==> src/rtl/mdm_uart_pkg.sv <==
package mdm_uart_pkg;
  localparam int ADDR_W = 3;
  localparam int DATA_W = 8;
  localparam int NUM_LINES = 4;

  localparam logic [ADDR_W-1:0] OFS_DIV_LO = 3'd0;
  localparam logic [ADDR_W-1:0] OFS_DIV_HI = 3'd1;
  localparam logic [ADDR_W-1:0] OFS_LINE   = 3'd3;
  localparam logic [ADDR_W-1:0] OFS_MCTL   = 3'd4;
  localparam logic [ADDR_W-1:0] OFS_LSTAT  = 3'd5;
  localparam logic [ADDR_W-1:0] OFS_MSTAT  = 3'd6;
  localparam logic [ADDR_W-1:0] OFS_SCRATCH = 3'd7;

  localparam int LINE_SEL_BIT = 7;
  localparam logic [DATA_W-1:0] UNMAPPED_VAL = 8'hFF;

  typedef struct packed {
    logic loop;
    logic aux2;
    logic aux1;
    logic rts;
    logic dtr;
  } mctl_t;
endpackage

==> src/rtl/mdm_divisor_latch.sv <==
module mdm_divisor_latch #(
  parameter int DATA_W = 8,
  parameter int REF_HZ = 1843200,
  parameter int BAUD = 9600,
  parameter int OVERSAMPLE = 16
) (
  input  logic                clk,
  input  logic                rst,
  input  logic                wr_lo,
  input  logic                wr_hi,
  input  logic [DATA_W-1:0]   wdata,
  output logic [2*DATA_W-1:0] div_q
);
  localparam int DIV_INIT = REF_HZ / BAUD / OVERSAMPLE;
  localparam logic [2*DATA_W-1:0] DIV_RST = (2*DATA_W)'(DIV_INIT);

  always_ff @(posedge clk) begin
    if (rst) begin
      div_q <= DIV_RST;
    end else begin
      if (wr_lo) div_q[DATA_W-1:0] <= wdata;
      if (wr_hi) div_q[2*DATA_W-1:DATA_W] <= wdata;
    end
  end

  // the divisor moves only after a latch write strobe
  a_r8_div_write_only: assert property (@(posedge clk) disable iff (rst)
    (!$past(wr_lo) && !$past(wr_hi)) |-> $stable(div_q));
endmodule

==> src/rtl/mdm_modem_ctl.sv <==
module mdm_modem_ctl
  import mdm_uart_pkg::*;
#(
  parameter int LINES = NUM_LINES
) (
  input  logic             clk,
  input  logic             rst,
  input  logic             mctl_wr,
  input  logic [4:0]       mctl_wdata,
  input  logic             mstat_rd,
  output mctl_t            mctl_q,
  output logic [LINES-1:0] stat_q,
  output logic [LINES-1:0] delta_q
);
  // Per-line bit positions: 0 CTS, 1 DSR, 2 RI, 3 DCD
  localparam int RI_IDX = 2;

  mctl_t            mctl_new;
  logic [LINES-1:0] stat_new;
  logic [LINES-1:0] change;
  logic [LINES-1:0] delta_keep;

  always_comb begin
    mctl_new = mctl_t'(mctl_wdata);
    if (mctl_new.loop) stat_new = {mctl_new.aux2, mctl_new.aux1, mctl_new.dtr, mctl_new.rts};
    else               stat_new = '0;
  end

  for (genvar i = 0; i < LINES; i++) begin : g_line
    if (i == RI_IDX) begin : g_trailing
      assign change[i] = mctl_wr & stat_q[i] & ~stat_new[i];
    end else begin : g_any
      assign change[i] = mctl_wr & (stat_q[i] ^ stat_new[i]);
    end
  end

  assign delta_keep = mstat_rd ? '0 : delta_q;

  always_ff @(posedge clk) begin
    if (rst) begin
      mctl_q  <= '0;
      stat_q  <= '0;
      delta_q <= '0;
    end else begin
      if (mctl_wr) begin
        mctl_q <= mctl_new;
        stat_q <= stat_new;
      end
      delta_q <= delta_keep | change;
    end
  end

  // in loopback the status lines follow the control outputs
  a_r2_loop_map: assert property (@(posedge clk) disable iff (rst)
    mctl_q.loop |-> stat_q == {mctl_q.aux2, mctl_q.aux1, mctl_q.dtr, mctl_q.rts});
  // with loopback clear the status lines are inactive
  a_r3_lines_idle: assert property (@(posedge clk) disable iff (rst)
    !mctl_q.loop |-> stat_q == '0);
  // ring delta rises only after RI fell
  a_r5_ring_fall: assert property (@(posedge clk) disable iff (rst)
    $rose(delta_q[RI_IDX]) |-> ($past(stat_q[RI_IDX]) && !stat_q[RI_IDX]));
  // a delta bit clears only after a status read
  a_r6_sticky: assert property (@(posedge clk) disable iff (rst)
    (|($past(delta_q) & ~delta_q)) |-> $past(mstat_rd));
  // status lines move only on a control write
  a_r7_stat_hold: assert property (@(posedge clk) disable iff (rst)
    !$past(mctl_wr) |-> $stable(stat_q));
endmodule

==> src/rtl/mdm_uart_regs.sv <==
module mdm_uart_regs
  import mdm_uart_pkg::*;
#(
  parameter int REF_HZ = 1843200,
  parameter int BAUD = 9600,
  parameter int OVERSAMPLE = 16
) (
  input  logic              clk,
  input  logic              rst,
  input  logic              wr_en,
  input  logic              rd_en,
  input  logic [ADDR_W-1:0] addr,
  input  logic [DATA_W-1:0] wdata,
  output logic [DATA_W-1:0] rdata,
  output logic [NUM_LINES-1:0] delta_o
);
  logic [DATA_W-1:0]    line_q;
  logic [DATA_W-1:0]    scratch_q;
  logic [2*DATA_W-1:0]  div_q;
  mctl_t                mctl_q;
  logic [NUM_LINES-1:0] stat_q;
  logic [NUM_LINES-1:0] delta_q;
  logic                 dsel;
  logic [DATA_W-1:0]    rd_mux;

  assign dsel = line_q[LINE_SEL_BIT];

  mdm_divisor_latch #(
    .DATA_W(DATA_W), .REF_HZ(REF_HZ), .BAUD(BAUD), .OVERSAMPLE(OVERSAMPLE)
  ) u_div (
    .clk(clk), .rst(rst),
    .wr_lo(wr_en && dsel && addr == OFS_DIV_LO),
    .wr_hi(wr_en && dsel && addr == OFS_DIV_HI),
    .wdata(wdata), .div_q(div_q)
  );

  mdm_modem_ctl #(.LINES(NUM_LINES)) u_mdm (
    .clk(clk), .rst(rst),
    .mctl_wr(wr_en && addr == OFS_MCTL),
    .mctl_wdata(wdata[4:0]),
    .mstat_rd(rd_en && addr == OFS_MSTAT),
    .mctl_q(mctl_q), .stat_q(stat_q), .delta_q(delta_q)
  );

  always_ff @(posedge clk) begin
    if (rst) begin
      line_q    <= '0;
      scratch_q <= '0;
    end else if (wr_en) begin
      if (addr == OFS_LINE)    line_q    <= wdata;
      if (addr == OFS_SCRATCH) scratch_q <= wdata;
    end
  end

  always_comb begin
    rd_mux = UNMAPPED_VAL;
    unique case (addr)
      OFS_DIV_LO:  if (dsel) rd_mux = div_q[DATA_W-1:0];
      OFS_DIV_HI:  if (dsel) rd_mux = div_q[2*DATA_W-1:DATA_W];
      OFS_LINE:    rd_mux = line_q;
      OFS_MCTL:    rd_mux = {3'b000, mctl_q};
      OFS_MSTAT:   rd_mux = {stat_q, delta_q};
      OFS_SCRATCH: rd_mux = scratch_q;
      default:     rd_mux = UNMAPPED_VAL;
    endcase
  end

  always_ff @(posedge clk) begin
    if (rst)        rdata <= '0;
    else if (rd_en) rdata <= rd_mux;
  end

  assign delta_o = delta_q;

  // control readback never shows bits 7:5
  a_r1_mctl_upper: assert property (@(posedge clk) disable iff (rst)
    $past(rd_en && addr == OFS_MCTL) |-> rdata[7:5] == 3'b000);
  // read data holds without a read strobe
  a_r12_rdata_hold: assert property (@(posedge clk) disable iff (rst)
    !$past(rd_en) |-> $stable(rdata));
  // scratch changes only on its own write
  a_r11_scratch_hold: assert property (@(posedge clk) disable iff (rst)
    !$past(wr_en && addr == OFS_SCRATCH) |-> $stable(scratch_q));
endmodule

==> config.mk <==
export PLATFORM = sky130hd
export DESIGN_NAME = mdm_uart_regs
export DESIGN_NICKNAME = d
export VERILOG_FILES = /design/src/rtl/mdm_uart_pkg.sv /design/src/rtl/mdm_divisor_latch.sv /design/src/rtl/mdm_modem_ctl.sv /design/src/rtl/mdm_uart_regs.sv
export SDC_FILE = /design/constraint.sdc
export NUM_CORES = 1
export LEC_CHECK = 0
export CORE_MARGIN = 3
export CORE_UTILIZATION = 25
export DETAILED_ROUTE_END_ITERATION = 16
export PLACE_DENSITY_LB_ADDON = 0.2
export SETUP_SLACK_MARGIN = 0.4
export SYNTH_ARGS = -nofsm -noshare
export SYNTH_HDL_FRONTEND = slang
export SYNTH_HIERARCHICAL = 1
export SYNTH_SLANG_ARGS = --single-unit
==> constraint.sdc <==
create_clock -name clk -period 4.25 [get_ports clk]
set_input_delay 0.6375 -clock clk [delete_from_list [all_inputs] [get_ports clk]]
set_output_delay 0.6375 -clock clk [all_outputs]
set_load 0.02 [all_outputs]
==> results by group <==
Timing
  – Final setup violation count: 0
  – WHS: 0.465 ns
  – Max Transition Viols Final: 0
  – FMAX: roughly 0.37 GHz
  – Worst slew margin: 28.5%
  – Setup TNS: 0 ns
  – Worst Clk Skew: 0.00745 ns
  – Clock period minus worst slack: 2.71 ns
  – Fin crit share: 63.8%
  – RSZ-0062 raised after global routing: no
  – Number of hold violations in the final report: 0
  – Slew @ Worst Pin: 1.07 ns
  – Final worst setup slack: around 1.5 ns

Pwr
  – Reg power frac: 49.3%
  – Leak Pwr: around 0.95 nW
  – Pwr Density: 350 mW/mm²
  – VDD IR max: 0.000116 V
  – NetSw: between 200 and 300 µW
  – Cell internal pwr: 790 µW
  – Clock power frac: 39.1%
  – Sw Share: 24.2%
  – Comb power frac: about 12%

Layout
  – Final #Nets: 333
  – Share of cells above drive strength 1: 8.46%
  – Util after Layout: 31.3%
  – Ant diodes: 0
  – Area Overhead vs Synth: 18.8%

Worst hold path
  – Hold-critical path depth: 2
  – Min-delay src: line_q[1]
  – Hold EP: line_q[1]
  – Hold Crit Class: reg -> reg

Floorplanning
  – Die height: ~110 µm
  – Die area: 0.0113 mm²
  – Initial Utilization: 26.4%
  – Ports: 27
  – Row count: 35
  – Core box area: 0.00950 mm²
  – Die width: 106 µm

Synthesis
  – EDFF count, synth: 0
  – Unique masters post-synth: 44
  – Post-synth top cells: 53 x dfxtp_1, 52 x nand2_1, 34 x nor2_1
  – Async S/R FF share, synth: 0%
  – Most common cell in the netlist: dfxtp_1
  – Largest area contributor in the synthesized netlist: dfxtp_1
  – Synthesized instance count: 302
  – Main area contributors after synthesis: dfxtp_1 42%, mux2i_1 8.4%, nand2_1 7.8%
  – Synth warnings: 6
  – Synth top area share: approximately 42%
  – Top_reg_cell synth: dfxtp_1
  – FF+latch count, synth: 53
  – Sequential fraction of the synthesis area: 42.3%
  – Synth Area per Inst: 8.30 µm²
  – Cell area after synthesis: 0.00251 mm²
  – Mapped Nets: 317

Critical path
  – Crit path kind: in -> reg
  – CP Launch Type: input port
  – CP Max Fanout: 21
  – Reg2reg end: u_div/div_q[12]
  – Worst EP required: 4.48 ns
  – Crit. End Element: register
  – Crit path DAT: 2.94 ns
  – Reg2Reg Setup Slack: 2.71 ns
  – Worst r2r path cells: 5
  – RR Startpoint: line_q[7]
  – Worst Setup SP: addr[0]

Route
  – Post-route ant nets: 0
  – DR iter-0 viols: 162
  – Via/cell ratio: 4.72
  – Routed WL per cell: roughly 15 µm
  – Via count: between 2000 and 2500
  – First drt pass iteration count: 4
  – WL final: 6860 µm
  – Residual DRC: 0

Clock network
  – CTS Hold Buffers Added: 0
  – Clk sinks: 53
  – Reg clk slew, reported paths: around 0.10 ns
  – Maximum clock path buffer count: 2
  – Post-CTS Repair Setup Buffers: 0
  – CTS tree: yes
  – H-tree depth: 2
  – Post-CTS Resized: 0
  – Clk root buf: clkbuf_8
  – Latest clock arrival within the worst-skew pair: 0.31 ns
  – Number of CTS-inserted buffers: 5

Placement
  – Pre-CTS setup slack: 1.21 ns
  – Input/output buffers: 26
  – Placer congestion estimate: 0.803
  – Post-DP HPWL: 4760 µm

Global routing
  – Overflow after GRT: 0
  – Initial antenna violation count: 0
  – Largest net degree at the start of global routing: 54
  – Vias in the first global route: 2064
  – First-pass GRT wire length: 11300 µm
  – Global-route usage over all layers: around an eighth

Outcome
  – Outcome: finished, final reports clean

Run
  – Max-cap violation count: 0
[critical path, stage by stage]
cell,delay (ns)
clkdlybuf4s50_1,0.81
nor4bb_4,1.08
nand4b_1,0.19
a31oi_1,0.22
[logic make-up after synthesis]
group	after synthesis	share of synthesized area, %
AND/OR/NAND/NOR	126	23.2
AO/OA/AOI/OAI	74	19.2
flip-flops	53	42.3
buffers and inverters	26	5.99
multiplexers	23	9.28
[per-stage QoR]
| step | instances | total power, mW | instance area (µm²) |
|---|---|---|---|
| floorplan | 302 | 0.596 | 2510 |
| global placement | 440 | 0.648 | 2840 |
| global route | 448 | 1.09 | 2980 |
| CTS | 448 | 1.06 | 2980 |
| finish | 448 | 1.04 | 2980 |
| detailed placement | 440 | 0.648 | 2840 |
[flip-flops by register name, indices dropped and copies added (netlist names)]
| register | cells |
|---|---|
| u_mdm/mctl_q | 5 |
| u_mdm/stat_q | 4 |
| rdata | 8 |
| scratch_q | 8 |
| u_mdm/delta_q | 4 |
| u_div/div_q | 16 |
| line_q | 8 |
[per-layer routing]
layer  track usage (%)  vias up  share of wire (%)
met5                 0        -                  0
met2              19.5       35                 45
li1                  -     1076                  -
met4              4.35        0                1.8
met3              2.49        8                4.5
met1              17.7      994                 49
[how the worst max path moves through the flow]
stage,end,cells past startpoint
after CTS,u_mdm/delta_q[3],4
final,u_mdm/delta_q[3],4
after detailed placement,u_mdm/mctl_q[1],4
after global routing,u_mdm/mctl_q[1],4
after floorplan,u_mdm/mctl_q[3],6
after global placement,u_mdm/mctl_q[4],4
[placed cells by master, fill, tap and decap left out, drive strengths merged, types with 4 or more instances in the layout]
cell type | synthesis | layout
dfxtp | 53 | 53
nand2 | 52 | 52
nor2 | 38 | 38
clkdlybuf4s50 | 0 | 25
a21oi | 24 | 24
mux2i | 21 | 21
o21ai | 18 | 18
nand3 | 12 | 12
nand2b | 8 | 8
nor2b | 6 | 6
a31oi | 5 | 5
clkbuf | 4 | 5
inv | 5 | 5
buf | 17 | 5
a311oi | 5 | 5
a21o | 4 | 4
[power by group through the flow]
| stage | Combinational [mW] | Clock (mW) | Sequential, mW |
|---|---|---|---|
| floorplan | 0.0642 | 0 | 0.532 |
| global placement | 0.122 | 0 | 0.526 |
| detailed placement | 0.122 | 0 | 0.526 |
| CTS | 0.122 | 0.423 | 0.514 |
| global route | 0.133 | 0.442 | 0.516 |
| finish | 0.121 | 0.408 | 0.514 |
[cell type report]
type / count / area [µm²]
Tap cell: 129 / 161
Clock inverter: 3 / 65.1
Fill cell: 1016 / 6530
Multi-Input combinational cell: 223 / 1320
Clock buffer: 5 / 68.8
Sequential cell: 53 / 1060
Timing Repair Buffer: 30 / 285
Inverter: 5 / 18.8
No activity file was read; power rests on OpenSTA's default activity.
